File: src/rtl/sev_pkg.sv
// Package: shared event codes for the special-event dispatcher.
// Assumes: the numeric encoding is visible on the ev_code port and fixed.
package sev_pkg;
    typedef enum logic [1:0] {
        EV_NONE  = 2'd0,
        EV_RESET = 2'd1,
        EV_EXC   = 2'd2,
        EV_INT   = 2'd3
    } ev_code_e;
endpackage

File: src/rtl/sev_exc_detect.sv
// Module: sev_exc_detect
// Flags a pending exception from the status word: a bitwise match between
// the low flag group {15,6:0} and the enable group {31,22:16}, or the trap
// enable bit. Assumes the status-word bit positions are fixed at 32 bits.
module sev_exc_detect (
    input  logic [31:0] psw,
    input  logic        trap_en,
    output logic        exc_pend
);
    logic [7:0] flag_grp;
    logic [7:0] enab_grp;

    // Gather both groups in matching order and test their intersection.
    always_comb begin
        flag_grp = {psw[15], psw[6:0]};
        enab_grp = {psw[31], psw[22:16]};
        exc_pend = (|(flag_grp & enab_grp)) | trap_en;
    end
endmodule

File: src/rtl/sev_prio_pick.sv
// Module: sev_prio_pick
// Finds the lowest set bit of a request vector. Assumes IW is wide enough
// to index N entries; idx is 0 when no request is set.
module sev_prio_pick #(
    parameter int N  = 32,
    parameter int IW = 5
) (
    input  logic [N-1:0]  req,
    output logic          any,
    output logic [IW-1:0] idx
);
    // Scan from the top so the lowest index is written last and wins.
    always_comb begin
        idx = '0;
        for (int i = N - 1; i >= 0; i--) begin
            if (req[i]) idx = IW'(i);
        end
        any = |req;
    end
endmodule

File: src/rtl/sev_vector_bank.sv
// Module: sev_vector_bank
// Holds one handler address per interrupt source. These are reachable over a
// simple bus at VEC_BASE + 4*n, with read data registered (one cycle). The
// vectors themselves have no reset. Assumes VEC_BASE is aligned to the
// window size (NSRC*4 rounded up to a power of two).
module sev_vector_bank #(
    parameter int          NSRC     = 32,
    parameter int          IW       = 5,
    parameter int          AW       = 32,
    parameter logic [31:0] VEC_BASE = 32'h0010_0880
) (
    input  logic          clk,
    input  logic          rst_n,
    input  logic [AW-1:0] addr,
    input  logic          wr,
    input  logic          rd,
    input  logic [31:0]   wdata,
    output logic [31:0]   rdata,
    input  logic [IW-1:0] sel_idx,
    output logic [31:0]   sel_vec
);
    localparam int LSB_HI = IW + 2;

    logic [31:0]   vec_q [NSRC];
    logic          hit;
    logic [IW-1:0] slot;

    // Decode the bus address into a hit flag and a slot number.
    always_comb begin
        slot = addr[LSB_HI-1:2];
        hit  = (addr[AW-1:LSB_HI] == VEC_BASE[AW-1:LSB_HI])
               && (addr[1:0] == 2'b00)
               && (int'(slot) < NSRC);
    end

    // Per-slot vector storage, written by the bus; no reset by design.
    for (genvar g = 0; g < NSRC; g++) begin : g_vec
        always_ff @(posedge clk) begin
            if (wr && hit && (int'(slot) == g)) vec_q[g] <= wdata;
        end
    end

    // Registered bus read; unmapped addresses read as zero.
    always_ff @(posedge clk) begin
        if (!rst_n)          rdata <= '0;
        else if (rd && hit)  rdata <= vec_q[slot];
        else if (rd)         rdata <= '0;
    end

    // Dispatch-side read port for the selected source.
    always_comb sel_vec = vec_q[sel_idx];
endmodule

File: src/rtl/sev_dispatch.sv
// Module: sev_dispatch (top)
// Decides the next program counter at each successful interruptible jump,
// diverting to the exception vector or to a per-source interrupt vector.
// A reset request overrides everything at any cycle. All outputs are
// registered one cycle after the deciding input cycle.
// Assumes jump_ok is high for one cycle per final-stage jump and that the
// requesters clear their own pending bits.
module sev_dispatch #(
    parameter int          NSRC     = 32,
    parameter logic [31:0] RESET_PC = 32'h0100_0000,
    parameter logic [31:0] EXC_VEC  = 32'h0100_0020,
    parameter logic [31:0] VEC_BASE = 32'h0010_0880,
    localparam int         IDX_W    = $clog2(NSRC)
) (
    input  logic             clk,
    input  logic             rst_n,
    input  logic             hard_rst_req,
    input  logic             soft_rst_req,
    input  logic             jump_ok,
    input  logic [31:0]      jump_target,
    input  logic [31:0]      psw,
    input  logic             trap_en,
    input  logic [NSRC-1:0]  ipend,
    input  logic [NSRC-1:0]  imask,
    input  logic [NSRC-1:0]  nmi_level,
    input  logic             ien,
    input  logic [31:0]      mmio_addr,
    input  logic             mmio_wr,
    input  logic             mmio_rd,
    input  logic [31:0]      mmio_wdata,
    output logic [31:0]      mmio_rdata,
    output logic             pc_load,
    output logic [31:0]      next_pc,
    output logic [31:0]      dpc,
    output logic             ev_taken,
    output logic [1:0]       ev_code,
    output logic [IDX_W-1:0] ev_src
);
    import sev_pkg::*;

    logic             exc_pend;
    logic [NSRC-1:0]  nmi_req;
    logic [NSRC-1:0]  mask_req;
    logic             nmi_any;
    logic             mask_any;
    logic [IDX_W-1:0] nmi_idx;
    logic [IDX_W-1:0] mask_idx;
    logic [IDX_W-1:0] win_idx;
    logic             int_any;
    logic [31:0]      win_vec;

    sev_exc_detect u_exc (
        .psw      (psw),
        .trap_en  (trap_en),
        .exc_pend (exc_pend)
    );

    // Split qualifying sources into the non-maskable and maskable groups.
    always_comb begin
        nmi_req  = ipend & imask & nmi_level;
        mask_req = ipend & imask & ~nmi_level & {NSRC{ien}};
    end

    sev_prio_pick #(.N(NSRC), .IW(IDX_W)) u_pick_nmi (
        .req (nmi_req),
        .any (nmi_any),
        .idx (nmi_idx)
    );

    sev_prio_pick #(.N(NSRC), .IW(IDX_W)) u_pick_mask (
        .req (mask_req),
        .any (mask_any),
        .idx (mask_idx)
    );

    // Non-maskable group wins over the maskable group.
    always_comb begin
        win_idx = nmi_any ? nmi_idx : mask_idx;
        int_any = nmi_any | mask_any;
    end

    sev_vector_bank #(
        .NSRC     (NSRC),
        .IW       (IDX_W),
        .AW       (32),
        .VEC_BASE (VEC_BASE)
    ) u_bank (
        .clk     (clk),
        .rst_n   (rst_n),
        .addr    (mmio_addr),
        .wr      (mmio_wr),
        .rd      (mmio_rd),
        .wdata   (mmio_wdata),
        .rdata   (mmio_rdata),
        .sel_idx (win_idx),
        .sel_vec (win_vec)
    );

    // Registered dispatch decision: reset, then exception, interrupt, plain jump.
    always_ff @(posedge clk) begin
        if (!rst_n) begin
            pc_load  <= 1'b0;
            next_pc  <= RESET_PC;
            dpc      <= '0;
            ev_taken <= 1'b0;
            ev_code  <= EV_NONE;
            ev_src   <= '0;
        end else begin
            pc_load  <= 1'b0;
            ev_taken <= 1'b0;
            ev_code  <= EV_NONE;
            ev_src   <= '0;
            if (hard_rst_req || soft_rst_req) begin
                pc_load  <= 1'b1;
                next_pc  <= RESET_PC;
                ev_taken <= 1'b1;
                ev_code  <= EV_RESET;
            end else if (jump_ok) begin
                pc_load <= 1'b1;
                if (exc_pend) begin
                    next_pc  <= EXC_VEC;
                    dpc      <= jump_target;
                    ev_taken <= 1'b1;
                    ev_code  <= EV_EXC;
                end else if (int_any) begin
                    next_pc  <= win_vec;
                    dpc      <= jump_target;
                    ev_taken <= 1'b1;
                    ev_code  <= EV_INT;
                    ev_src   <= win_idx;
                end else begin
                    next_pc  <= jump_target;
                end
            end
        end
    end
endmodule

File: config.mk
export PLATFORM = sky130hd
export DESIGN_NAME = sev_dispatch
export DESIGN_NICKNAME = d
export VERILOG_FILES = /design/src/rtl/sev_pkg.sv /design/src/rtl/sev_exc_detect.sv /design/src/rtl/sev_prio_pick.sv /design/src/rtl/sev_vector_bank.sv /design/src/rtl/sev_dispatch.sv
export SDC_FILE = /design/constraint.sdc
export NUM_CORES = 2
export LEC_CHECK = 0
export BUFFER_PORTS_ARGS = -buffer_cell sky130_fd_sc_hd__buf_2
export CAP_MARGIN = 10
export CORE_MARGIN = 5
export CORE_UTILIZATION = 55
export DETAILED_ROUTE_END_ITERATION = 12
export GPL_ROUTABILITY_DRIVEN = 0
export HOLD_SLACK_MARGIN = 0.1
export PLACE_DENSITY = 0.72
export SLEW_MARGIN = 40
export SYNTH_ARGS = -nofsm -noshare
export SYNTH_HDL_FRONTEND = slang
export SYNTH_SLANG_ARGS = --single-unit
File: constraint.sdc
create_clock -name clk -period 3.9 [get_ports clk]
set_input_delay 0.585 -clock clk [delete_from_list [all_inputs] [get_ports clk]]
set_output_delay 0.585 -clock clk [all_outputs]
set_load 0.005 [all_outputs]
==> metrics.txt <==
run status=finished clean; # DRC=0; Leak=between 20 and 25 nW; startpoint types=input port; routed wire length=about 180 mm; Final Hold Viols=0; #FFs+latches synth=1129; Die Ht=324 um; clock-pin slew on the worst setup and hold paths=around 60 ps; Ys Warns=0; HPWL Detailed=around 120 mm; initial antenna violation count=20; global route overflow=0; Final nets=around 4500; HP Class=input port to register; layout cells sized above 1=28.6%; io pins=roughly 340; WS Path Type=input port to register; Layout Skew=between 30 and 40 ps; first-pass GRT wire length=approximately 260 mm; H-Tree Depth=3; cells after synthesis=3829; Via Count=40000; sequential-to-total area share from yosys stat=about three fifths; dpl ws=-15.3 ps; Hold WS=122 ps; CP Capture Type=register; overall routing resource usage=between 30% and 40%; clock buffer depth=3; Register Area=around 33000 sq um; worst rel slew slack=roughly 46%; Post-CTS Hold Buffers=1; Avg Cell Area, Syn=roughly 14 sq um; Worst path max stage delay=slightly below 500 ps; final worst path period need=around 3400 ps; fin crit share=just under 90%; Cell Pwr Density=451 nW/um^2; port bufs=around 320; max frequency=296 MHz; Core ar.=about 98000 sq um; post-route cell area=about 64000 sq um; Synth Flop Type=edfxtp_1; crit path DAT=between 3000 and 4000 ps; Slew Limit Fails=0; worst skew pair latency=~700 ps; CP top delay family=simple AND/OR/NAND/NOR gates; multi-input logic area=a little over 20000 sq um; Synth Net Count=a little over 4000; Slowest-stage cell, CP=nor4b_2; final setup vio count=0; Peak VDD IR=between 0.3 and 0.4 mV; Die ar.=105000 sq um; largest net degree at the start of global routing=86; Starting Density=55.3%; number of global-route vias before repair=slightly below 40000; Num Clock Sinks=1129; required time of the critical path=around 4500 ps; Cell Rows=115; Area Growth Syn to Fin=18.0%; Die X=roughly 320 um; crit-path cells=buf_2, buf_4, nand4b_1, or4b_1, nor4_1, nor4b_2, buf_4, nor2b_1, nand3_1, buf_4, nor2_1, buf_12, and3_1, a31oi_1, a41oi_1; post-cts sizing count=0; max-capacitance violation count=0; Final WS setup=roughly 520 ps; unrepaired setup endpoints after global routing=false; Worst Max-Slew Pin Slew=815 ps; # Post-CTS Setup Buffers=0; average wire per standard cell=between 30 and 40 um; Root Buffer=clkbuf_16; library cells used by synthesis=84; CP most frequent cell=buf_4; CP Max Fanout=18; Post-synth EDFFs=around 1000; worst path bufs/invs=5; drt first-iter violations=6544; FFs w/ async S/R, synth=0%; Via density=a little over 7; Detail Route Antenna Nets=0; synthesized cell area=between 50000 and 60000 sq um; TritonCTS clock tree=yes; TritonCTS Buffers=113; final-layout fill cell count=6922; Placed Area=about 60000 sq um; TritonRoute pass-1 iters=6
metrics by stage:
step | power (mW) | std cells | TNS [ps] | utilization [%]
global route | 29.7 | 5669 | 0 | 65.3
floorplan | 16.1 | 3829 | 0 | -
detailed placement | 17.8 | 5449 | -17.5 | 61.3
CTS | 28.8 | 5664 | 0 | 65.2
global placement | 17.8 | 5449 | 0 | 61.3
finish | 28.9 | 5675 | 0 | 65.3
report_power, final:
group	total, mW	internal [mW]	switching, mW
Clock	11.2	6.47	4.72
Sequential	13.2	13.2	0.0101
Combinational	4.51	1.84	2.68
cell usage after synthesis, types with 50 or more instances:
master    instances  share of area [%]
edfxtp_1       1024                 57
nand2_1         630                4.4
mux4_2          338                 14
nand3_1         246                2.3
mux2i_1         223                4.1
clkbuf_1        141               0.97
dfxtp_1         105                3.9
o21ai_0          80               0.74
nor2_1           78               0.54
nand4_1          76               0.88
buf_2            74               0.68
o22ai_1          63               0.73
a32oi_1          57               0.92
and3_1           53               0.61
a21oi_1          50               0.46
path summary, 6_finish.rpt:
check / start / endpoint / slack, ps / cells after the start
worst max-delay path: ien / next_pc[21] / 520 / 15
worst min-delay path: soft_rst_req / pc_load / 120 / 2
worst min register to register: dpc[11] / dpc[11] / 460 / 2
worst max register to register: u_bank.vec_q[23][26] / u_bank.rdata[26] / 1500 / 5
placed cells by master (no fill, tap or decap), types with 105 or more instances in the layout:
cell / count
buf_12: 109
buf_2: 317
buf_4: 206
clkbuf_16: 114
dfxtp_1: 105
edfxtp_1: 1024
mux2i_1: 223
mux4_2: 338
nand2_1: 628
nand3_1: 246
state kept, by name, indices dropped and copies added, names as in the netlist:
| register | count |
|---|---|
| dpc | 32 |
| ev_code | 2 |
| pc_load | 1 |
| next_pc | 32 |
| u_bank.vec_q | 1024 |
| u_bank.rdata | 32 |
| ev_taken | 1 |
| ev_src | 5 |
per-layer routing:
metal	part of all wire (%)	up-vias	GRT usage [%]
met1	35	19700	45.8
met3	15	654	10.5
met5	0.054	-	0
met4	5.8	12	16.9
li1	-	16200	-
met2	45	3374	52.6
layout make-up:
class / instances / area share (%)
Clock inverter: 53 / 0.979
Clock buffer: 161 / 5.01
Multi-Input combinational cell: 2363 / 31.6
Tap cell: 1287 / 2.51
Inverter: 35 / 0.205
Timing Repair Buffer: 636 / 8.38
Antenna cell: 11 / 0.0430
Sequential cell: 1129 / 51.3
cell families after synthesis:
family / after synthesis / share of synthesized area [%]
AO/OA/AOI/OAI: 529 / 7.03
buffers and inverters: 337 / 2.86
flip-flops: 1129 / 60.5
multiplexers: 588 / 18.7
AND/OR/NAND/NOR: 1246 / 10.9
(Power assumes the default switching activity.)
